[config.mk]
export PLATFORM = sky130hd
export DESIGN_NAME = xfer_count_top
export DESIGN_NICKNAME = d
export VERILOG_FILES = /design/src/rtl/xfer_count_pkg.sv /design/src/rtl/xfer_count_regs.sv /design/src/rtl/xfer_len_sel.sv /design/src/rtl/xfer_track.sv /design/src/rtl/xfer_count_top.sv
export SDC_FILE = /design/constraint.sdc
export NUM_CORES = 1
export LEC_CHECK = 0
export CORE_ASPECT_RATIO = 1.2
export CORE_MARGIN = 2
export CORE_UTILIZATION = 33
export CTS_BUF_LIST = sky130_fd_sc_hd__clkbuf_16
export DETAILED_ROUTE_END_ITERATION = 6
export PLACE_DENSITY = 0.61
export SLEW_MARGIN = 20
export SYNTH_ARGS = -nofsm -noshare
export SYNTH_HDL_FRONTEND = slang
export SYNTH_SLANG_ARGS = --single-unit
[constraint.sdc]
create_clock -name clk -period 10.99 [get_ports clk]
set_input_delay 1.6485 -clock clk [delete_from_list [all_inputs] [get_ports clk]]
set_output_delay 1.6485 -clock clk [all_outputs]
set_load 0.02 [all_outputs]
[src/rtl/xfer_count_pkg.sv]
// Shared types and helpers for the transfer counter.
// Assumes a count of exactly two bytes.
package xfer_count_pkg;
    typedef enum logic {
        DIR_FROM_DEV = 1'b0,
        DIR_TO_DEV   = 1'b1
    } xfer_dir_t;
endpackage

[src/rtl/xfer_count_regs.sv]
// Holds the programmed start count and the live count.
// Assumes CNT_W is even: the count is written as a low half and a high half.
// Priority on the live count: clear, then reload, then decrement.
module xfer_count_regs #(
    parameter int CNT_W = 16
) (
    input  logic                  clk,
    input  logic                  rst_n,
    input  logic                  wr_lo,
    input  logic                  wr_hi,
    input  logic [CNT_W/2-1:0]    wr_data,
    input  logic                  reload,
    input  logic                  dec,
    input  logic                  clear_live,
    output logic [CNT_W-1:0]      live
);
    localparam int HALF_W = CNT_W / 2;

    logic [CNT_W-1:0] prog_q;
    logic [CNT_W-1:0] live_q;

    // Store the programmed start count, one half per write strobe.
    always_ff @(posedge clk) begin
        if (!rst_n) begin
            prog_q <= '0;
        end else begin
            if (wr_lo) prog_q[HALF_W-1:0]     <= wr_data;
            if (wr_hi) prog_q[CNT_W-1:HALF_W] <= wr_data;
        end
    end

    // Update the live count: cleared on completion, reloaded by a DMA command, else decremented per byte.
    always_ff @(posedge clk) begin
        if (!rst_n) begin
            live_q <= '0;
        end else if (clear_live) begin
            live_q <= '0;
        end else if (reload) begin
            live_q <= prog_q;
        end else if (dec) begin
            live_q <= live_q - 1'b1;
        end
    end

    assign live = live_q;

    // a DMA command copies the programmed value.
    a_r2_reload: assert property (@(posedge clk) disable iff (!rst_n)
        (reload && !clear_live) |=> (live_q == $past(prog_q)));

    // each accepted byte lowers the live count by one.
    a_r9_decrement: assert property (@(posedge clk) disable iff (!rst_n)
        (dec && !reload && !clear_live) |=> (live_q == $past(live_q) - 1'b1));

    // the count reads zero after completion.
    a_r10_zero_count: assert property (@(posedge clk) disable iff (!rst_n)
        clear_live |=> (live_q == '0));
endmodule

[src/rtl/xfer_len_sel.sv]
// Combinational choice of the operation length and direction.
// A zero count stands for 2**CNT_W bytes.
// Assumes SIZE_W > CNT_W + 1 so that every compare fits in SIZE_W.
module xfer_len_sel
    import xfer_count_pkg::*;
#(
    parameter int CNT_W   = 16,
    parameter int SIZE_W  = 32,
    parameter int CAP_LEN = 32
) (
    input  logic [CNT_W-1:0]    live,
    input  logic [SIZE_W-1:0]   remain,
    input  logic                capture,
    output logic [CNT_W:0]      sel_len,
    output xfer_dir_t           sel_dir
);
    localparam int LEN_W = CNT_W + 1;

    logic [LEN_W-1:0]  cnt_eff;
    logic [SIZE_W-1:0] cnt_wide;
    logic [SIZE_W-1:0] mag;
    logic [SIZE_W-1:0] limit;

    // Expand the count, turning zero into the full span.
    always_comb begin
        cnt_eff  = (live == '0) ? {1'b1, {CNT_W{1'b0}}} : {1'b0, live};
        cnt_wide = SIZE_W'(cnt_eff);
    end

    // Find the magnitude of the signed remaining size.
    always_comb begin
        mag = remain[SIZE_W-1] ? (~remain + 1'b1) : remain;
    end

    // Pick the clip limit and take the smaller of it and the count.
    always_comb begin
        limit   = capture ? SIZE_W'(CAP_LEN) : mag;
        sel_len = (cnt_wide <= limit) ? cnt_eff : LEN_W'(limit);
        sel_dir = (capture || remain[SIZE_W-1]) ? DIR_TO_DEV : DIR_FROM_DEV;
    end
endmodule

[src/rtl/xfer_track.sv]
// Runs one transfer-information operation.
// It latches the selected length and direction, counts the bytes accepted,
// raises the one-cycle completion pulse and keeps the status bits.
// Assumes byte_moved is only meaningful while busy.
module xfer_track
    import xfer_count_pkg::*;
#(
    parameter int CNT_W = 16
) (
    input  logic               clk,
    input  logic               rst_n,
    input  logic               start,
    input  logic               byte_moved,
    input  logic               cnt_wr,
    input  logic               int_ack,
    input  logic [CNT_W:0]     sel_len,
    input  xfer_dir_t          sel_dir,
    output logic               busy,
    output logic [CNT_W:0]     len_q,
    output xfer_dir_t          dir_q,
    output logic               accept,
    output logic               done,
    output logic               tc,
    output logic               int_pend,
    output logic               bus_svc
);
    localparam int LEN_W = CNT_W + 1;

    logic [LEN_W-1:0] moved_q;
    logic             take;

    assign take   = start && !busy;
    assign done   = busy && (moved_q == len_q);
    assign accept = busy && byte_moved && (moved_q != len_q);

    // Sequence the operation: latch on start, count bytes, finish on done.
    always_ff @(posedge clk) begin
        if (!rst_n) begin
            busy    <= 1'b0;
            len_q   <= '0;
            dir_q   <= DIR_FROM_DEV;
            moved_q <= '0;
        end else if (done) begin
            busy <= 1'b0;
        end else if (take) begin
            busy    <= 1'b1;
            len_q   <= sel_len;
            dir_q   <= sel_dir;
            moved_q <= '0;
        end else if (accept) begin
            moved_q <= moved_q + 1'b1;
        end
    end

    // Keep terminal count: set on completion, cleared by a count write or a start.
    always_ff @(posedge clk) begin
        if (!rst_n)                tc <= 1'b0;
        else if (done)             tc <= 1'b1;
        else if (cnt_wr || take)   tc <= 1'b0;
    end

    // Keep the interrupt flag and its bus-service cause until acknowledged.
    always_ff @(posedge clk) begin
        if (!rst_n) begin
            int_pend <= 1'b0;
            bus_svc  <= 1'b0;
        end else if (done) begin
            int_pend <= 1'b1;
            bus_svc  <= 1'b1;
        end else if (int_ack) begin
            int_pend <= 1'b0;
            bus_svc  <= 1'b0;
        end
    end

    // the completion pulse lasts one cycle.
    a_r9_done_pulse: assert property (@(posedge clk) disable iff (!rst_n)
        done |=> !done);

    // the byte count never passes the selected length.
    a_r9_moved_bound: assert property (@(posedge clk) disable iff (!rst_n)
        busy |-> (moved_q <= len_q));

    // completion raises both status bits and ends the operation.
    a_r10_status: assert property (@(posedge clk) disable iff (!rst_n)
        done |=> (tc && int_pend && bus_svc && !busy));

    // a count write clears terminal count.
    a_r3_wr_clears_tc: assert property (@(posedge clk) disable iff (!rst_n)
        (cnt_wr && !done) |=> !tc);

    // an accepted start clears terminal count and sets busy.
    a_r8_start: assert property (@(posedge clk) disable iff (!rst_n)
        (start && !busy) |=> (busy && !tc));

    // an acknowledge drops the interrupt but keeps terminal count.
    a_r11_ack: assert property (@(posedge clk) disable iff (!rst_n)
        (int_ack && !done && !cnt_wr && !(start && !busy)) |=> (!int_pend && !bus_svc && $stable(tc)));

    // a start during a running operation leaves the length alone.
    a_r12_busy_start: assert property (@(posedge clk) disable iff (!rst_n)
        (start && busy && !done) |=> (busy && $stable(len_q)));
endmodule

[src/rtl/xfer_count_top.sv]
// Top of the transfer counter.
// It joins the count registers, the length selector and the operation tracker.
// A DMA command reloads the live count; completion clears it.
module xfer_count_top
    import xfer_count_pkg::*;
#(
    parameter int CNT_W   = 16,
    parameter int SIZE_W  = 32,
    parameter int CAP_LEN = 32
) (
    input  logic                 clk,
    input  logic                 rst_n,
    input  logic                 cnt_wr_lo,
    input  logic                 cnt_wr_hi,
    input  logic [CNT_W/2-1:0]   cnt_wr_data,
    input  logic                 cmd_stb,
    input  logic                 cmd_dma,
    input  logic                 xfer_start,
    input  logic [SIZE_W-1:0]    remain_size,
    input  logic                 cmd_capture,
    input  logic                 byte_moved,
    input  logic                 int_ack,
    output logic [CNT_W/2-1:0]   count_lo,
    output logic [CNT_W/2-1:0]   count_hi,
    output logic [CNT_W:0]       xfer_len,
    output logic                 xfer_to_dev,
    output logic                 xfer_busy,
    output logic                 done,
    output logic                 stat_tc,
    output logic                 stat_int,
    output logic                 intr_bus_svc
);
    localparam int HALF_W = CNT_W / 2;

    logic [CNT_W-1:0] live;
    logic [CNT_W:0]   sel_len;
    xfer_dir_t        sel_dir;
    xfer_dir_t        dir_q;
    logic             accept;
    logic             reload;
    logic             cnt_wr;

    assign reload = cmd_stb && cmd_dma;
    assign cnt_wr = cnt_wr_lo || cnt_wr_hi;

    xfer_count_regs #(.CNT_W(CNT_W)) u_regs (
        .clk        (clk),
        .rst_n      (rst_n),
        .wr_lo      (cnt_wr_lo),
        .wr_hi      (cnt_wr_hi),
        .wr_data    (cnt_wr_data),
        .reload     (reload),
        .dec        (accept),
        .clear_live (done),
        .live       (live)
    );

    xfer_len_sel #(.CNT_W(CNT_W), .SIZE_W(SIZE_W), .CAP_LEN(CAP_LEN)) u_sel (
        .live    (live),
        .remain  (remain_size),
        .capture (cmd_capture),
        .sel_len (sel_len),
        .sel_dir (sel_dir)
    );

    xfer_track #(.CNT_W(CNT_W)) u_track (
        .clk        (clk),
        .rst_n      (rst_n),
        .start      (xfer_start),
        .byte_moved (byte_moved),
        .cnt_wr     (cnt_wr),
        .int_ack    (int_ack),
        .sel_len    (sel_len),
        .sel_dir    (sel_dir),
        .busy       (xfer_busy),
        .len_q      (xfer_len),
        .dir_q      (dir_q),
        .accept     (accept),
        .done       (done),
        .tc         (stat_tc),
        .int_pend   (stat_int),
        .bus_svc    (intr_bus_svc)
    );

    assign count_lo    = live[HALF_W-1:0];
    assign count_hi    = live[CNT_W-1:HALF_W];
    assign xfer_to_dev = (dir_q == DIR_TO_DEV);

    // during capture, an accepted start is capped and runs toward the device.
    a_r5_capture_cap: assert property (@(posedge clk) disable iff (!rst_n)
        (xfer_start && !xfer_busy && cmd_capture) |=> ((xfer_len <= CAP_LEN) && xfer_to_dev));
endmodule

==> summary by stage <==
Die
For this configuration, the core starts out at a cell density of 33.9%. The height of the die is 138 um. The core region is 14500 um^2. For this design the top-level I/O count stands at 89.

The horizontal die dimension is 115 um. The area of the die is 15900 um^2. After floorplanning, the core was divided into 48 placement rows.

Drt
The number of nets with antenna violations after detailed routing is 0. After detailed routing, the average wire length per cell comes to 16.4 um. The detailed router finished its first iteration with 282 violations. The first detailed-routing pass ran for 5 iterations. After detailed routing, the number of remaining DRC violations is 0.

The total length of routed wires is 14600 um. The routed via count is 4951. The via density per instance is 5.56.

Critical path
Counting both buffers and inverters, the worst setup path holds a total of 1. The setup path with the least slack is of type primary input to register. The endpoint identified for the worst register-to-register timing path is u_track.len_q[10]. The data arrival time at the worst-slack endpoint is 5.83 ns. The critical path launch point is remain_size[19].

The cell depth of the worst flop-to-flop path is 13. STA classifies the critical path startpoint as a primary input. The most used cell along the critical path is sky130_fd_sc_hd__nand4_1. The largest stage delay on the critical path is 0.87 ns. Along the worst path, the maximum fanout reaches 31. The startpoint of the lowest-slack register-to-register path is u_regs.live[5]. The cell family with the largest share of critical-path delay is simple AND/OR/NAND/NOR gates.

STA puts the critical path data required time at 11.25 ns. Walking the worst path, the cells encountered are clkdlybuf4s50_1 > nor3_1 > nand4_1 > nor4_1 > o221ai_1 > o21ai_1 > nand4_1 > or4_1 > a31oi_1. The termination of the worst setup path is u_track.len_q[8]. The worst-case register-to-register setup slack is 6.82 ns. The worst setup path is captured at a register. The cell with the largest stage delay on the worst path is sky130_fd_sc_hd__nand4_1.

The number of cells on the critical path is 9.

STA
For the pin with the worst max-slew slack, the measured transition is 1.09 ns. The number of endpoints failing setup at the final stage is 0. The final worst-path cycle share is 50.6%. The setup TNS is 0 ns.

Setup repair after global routing left no endpoint under its margin. The number of pins exceeding their max-slew limit in the final report is 0. Hold timing on the final database bottoms out at a slack of 0.491 ns. The hold violation total from the final report is 0.

After layout, the minimum clock period comes to 5.56 ns. Headroom to the max-slew limit came out at 26.9%. The maximum clock frequency is 180 MHz. For the final database, setup skew stands at 0.00783 ns.

Yosys
In this run the cell area of the synthesized design comes to 4910 um^2. After synthesis, the cell types taking the most area are sky130_fd_sc_hd__dfxtp_1 29%, sky130_fd_sc_hd__xnor2_1 7.1%, sky130_fd_sc_hd__ha_1 5.1%. The most used flip-flop cell after synthesis is sky130_fd_sc_hd__dfxtp_1. The number of warnings issued by yosys is 0. The proportion of synthesized flip-flops having asynchronous set or reset is 0%. The total nets after synthesis is 703.

The mean instance size in the synthesized netlist is 7.76 um^2. The number of enable-type register cells in the synthesized netlist is 0. After synthesis the netlist holds a flip-flop and latch count of 70. In this run, distinct cell masters in the synthesized netlist total 53. The cell with the most instances after synthesis is sky130_fd_sc_hd__dfxtp_1. By count the netlist is led by 70 x sky130_fd_sc_hd__dfxtp_1, 57 x sky130_fd_sc_hd__nor2_1, 44 x sky130_fd_sc_hd__clkbuf_1. Counting every instance in the synthesized netlist gives 633. Sequential elements use 28.5% of the synthesized area. The library cell with the largest summed area after synthesis is sky130_fd_sc_hd__dfxtp_1. The share of Yosys cell area claimed by the top area cell type is 28.5%.

Run status
The run finished with clean final reports.

Clock network
For this design, the CTS-stage hold fixing added 0 buffers. The number of clock buffers added by TritonCTS is 9. After clock tree synthesis, the clock-pin slew on the worst setup and hold paths is 0.06 ns.

For the worst-skew pair, the clock arrives at the later sink with an insertion delay of 0.34 ns. The maximum root-to-sink buffer count is 2. Post-CTS repair changed the size of 0 cells. The clock tree synthesis step divided the H-tree into 3 levels. The total clock sinks is 70. The number of setup buffers added after CTS is 0. The clock tree root driver cell is sky130_fd_sc_hd__clkbuf_16. TritonCTS built the clock tree.

Pwr
In this run the static leakage power is 2.18 nW. IR analysis of the VDD net gives a maximum drop of 0.0000827 V. The power per cell area is 131 nW/um^2.

Layout
Compared with the post-synthesis result, the final layout area differs by 25.8%. The post-layout net count is 755. The number of antenna diodes in the final layout is 0. Cells fill 42.7% of the core in the end. The finished layout cell area is 6180 um^2. The share of final-layout standard cells stronger than drive strength 1 is 5.51%. The number of filler instances in the final layout is 1452.

GRT
The number of antenna violations at the first check in global routing came to 0. The first global-routing pass estimated 23500 um of wire. The number of global-route vias before repair is 4573.

Entering global routing, the biggest net connects 42 pins. Summed over all layers, the global routing overflow is 0. The global-route total usage across every layer is 18.6%.

Placement
The final estimated routing congestion in global placement is 0.911. In this run the cell area measured after placement is 5870 um^2. The count of buffers inserted at the top-level ports is 88. The estimated wirelength of the detail-placed design is 11100 um.

Worst hold path
The worst hold path belongs to the class register to register.

Flow run
Max-cap violations in this run came to 0.
per-layer routing:
layer | GRT usage (%) | vias up | part of all wire [%]
met2 | 30.6 | 164 | 48
met1 | 24.4 | 2359 | 45
li1 | - | 2403 | -
met5 | 0 | - | 0
met3 | 3.08 | 25 | 4.5
met4 | 6.89 | 0 | 2.6
registers in the layout, summed over array words and instances, names as in the netlist:
register	flops
u_track.moved_q	17
u_track.int_pend	1
u_track.tc	1
u_track.busy	1
u_track.len_q	17
u_track.dir_q	1
u_regs.prog_q	16
u_regs.live	16
tightest hold or removal path, stage by stage (launching register included):
cell and delay, ns:
sky130_fd_sc_hd__dfxtp_1 0.32, sky130_fd_sc_hd__nand3_1 0.07, sky130_fd_sc_hd__a21oi_1 0.06
worst min path at each step:
stage                                start              to  depth (start not counted)
after floorplan           u_regs.prog_q[1]  u_regs.live[1]                          2
final                     u_regs.prog_q[1]  u_regs.live[1]                          2
after CTS                 u_regs.prog_q[1]  u_regs.live[1]                          2
after global routing      u_regs.prog_q[1]  u_regs.live[1]                          2
after detailed placement  u_regs.prog_q[1]  u_regs.live[1]                          2
after global placement          u_track.tc      u_track.tc                          2
final cells by class:
| cell class | instances | area (um^2) | area share [%] |
|---|---|---|---|
| Clock inverter | 7 | 72.6 | 1.17 |
| Multi-Input combinational cell | 498 | 3260 | 52.8 |
| Sequential cell | 70 | 1400 | 22.7 |
| Inverter | 13 | 48.8 | 0.790 |
| Tap cell | 200 | 250 | 4.05 |
| Clock buffer | 9 | 225 | 3.65 |
| Timing Repair Buffer | 93 | 918 | 14.9 |
placed cells by master, fill, tap and decap left out, types with 20 or more instances in the layout:
cell type,count
sky130_fd_sc_hd__nand3_1,20
sky130_fd_sc_hd__clkdlybuf4s50_1,88
sky130_fd_sc_hd__ha_1,20
sky130_fd_sc_hd__xnor2_1,40
sky130_fd_sc_hd__a21oi_1,35
sky130_fd_sc_hd__nor2_1,57
sky130_fd_sc_hd__nand2_1,41
sky130_fd_sc_hd__nor3_1,25
sky130_fd_sc_hd__dfxtp_1,70
sky130_fd_sc_hd__o21ai_0,31
kinds of logic after synthesis:
kind of cell / Yosys count / share of synthesized area (%)
buffers and inverters: 65 / 5.40
AO/OA/AOI/OAI: 143 / 18.5
AND/OR/NAND/NOR: 258 / 28.3
adder cells (fa/ha/maj): 20 / 5.10
multiplexers: 18 / 3.67
XOR/XNOR: 59 / 10.5
flip-flops: 70 / 28.5
stage by stage:
step,power [W],std cells,setup slack [ns]
floorplan,0.000429,633,6.01
global placement,0.000510,874,5.10
detailed placement,0.000514,874,5.00
CTS,0.000807,890,5.34
global route,0.000847,890,5.12
finish,0.000807,890,5.43
report_power, final:
group          switching [W]  internal (W)
registers          0.0000277      0.000271
logic               0.000116     0.0000963
clock network       0.000119      0.000176
total               0.000263      0.000544
Power figures use the tool's default switching activity.
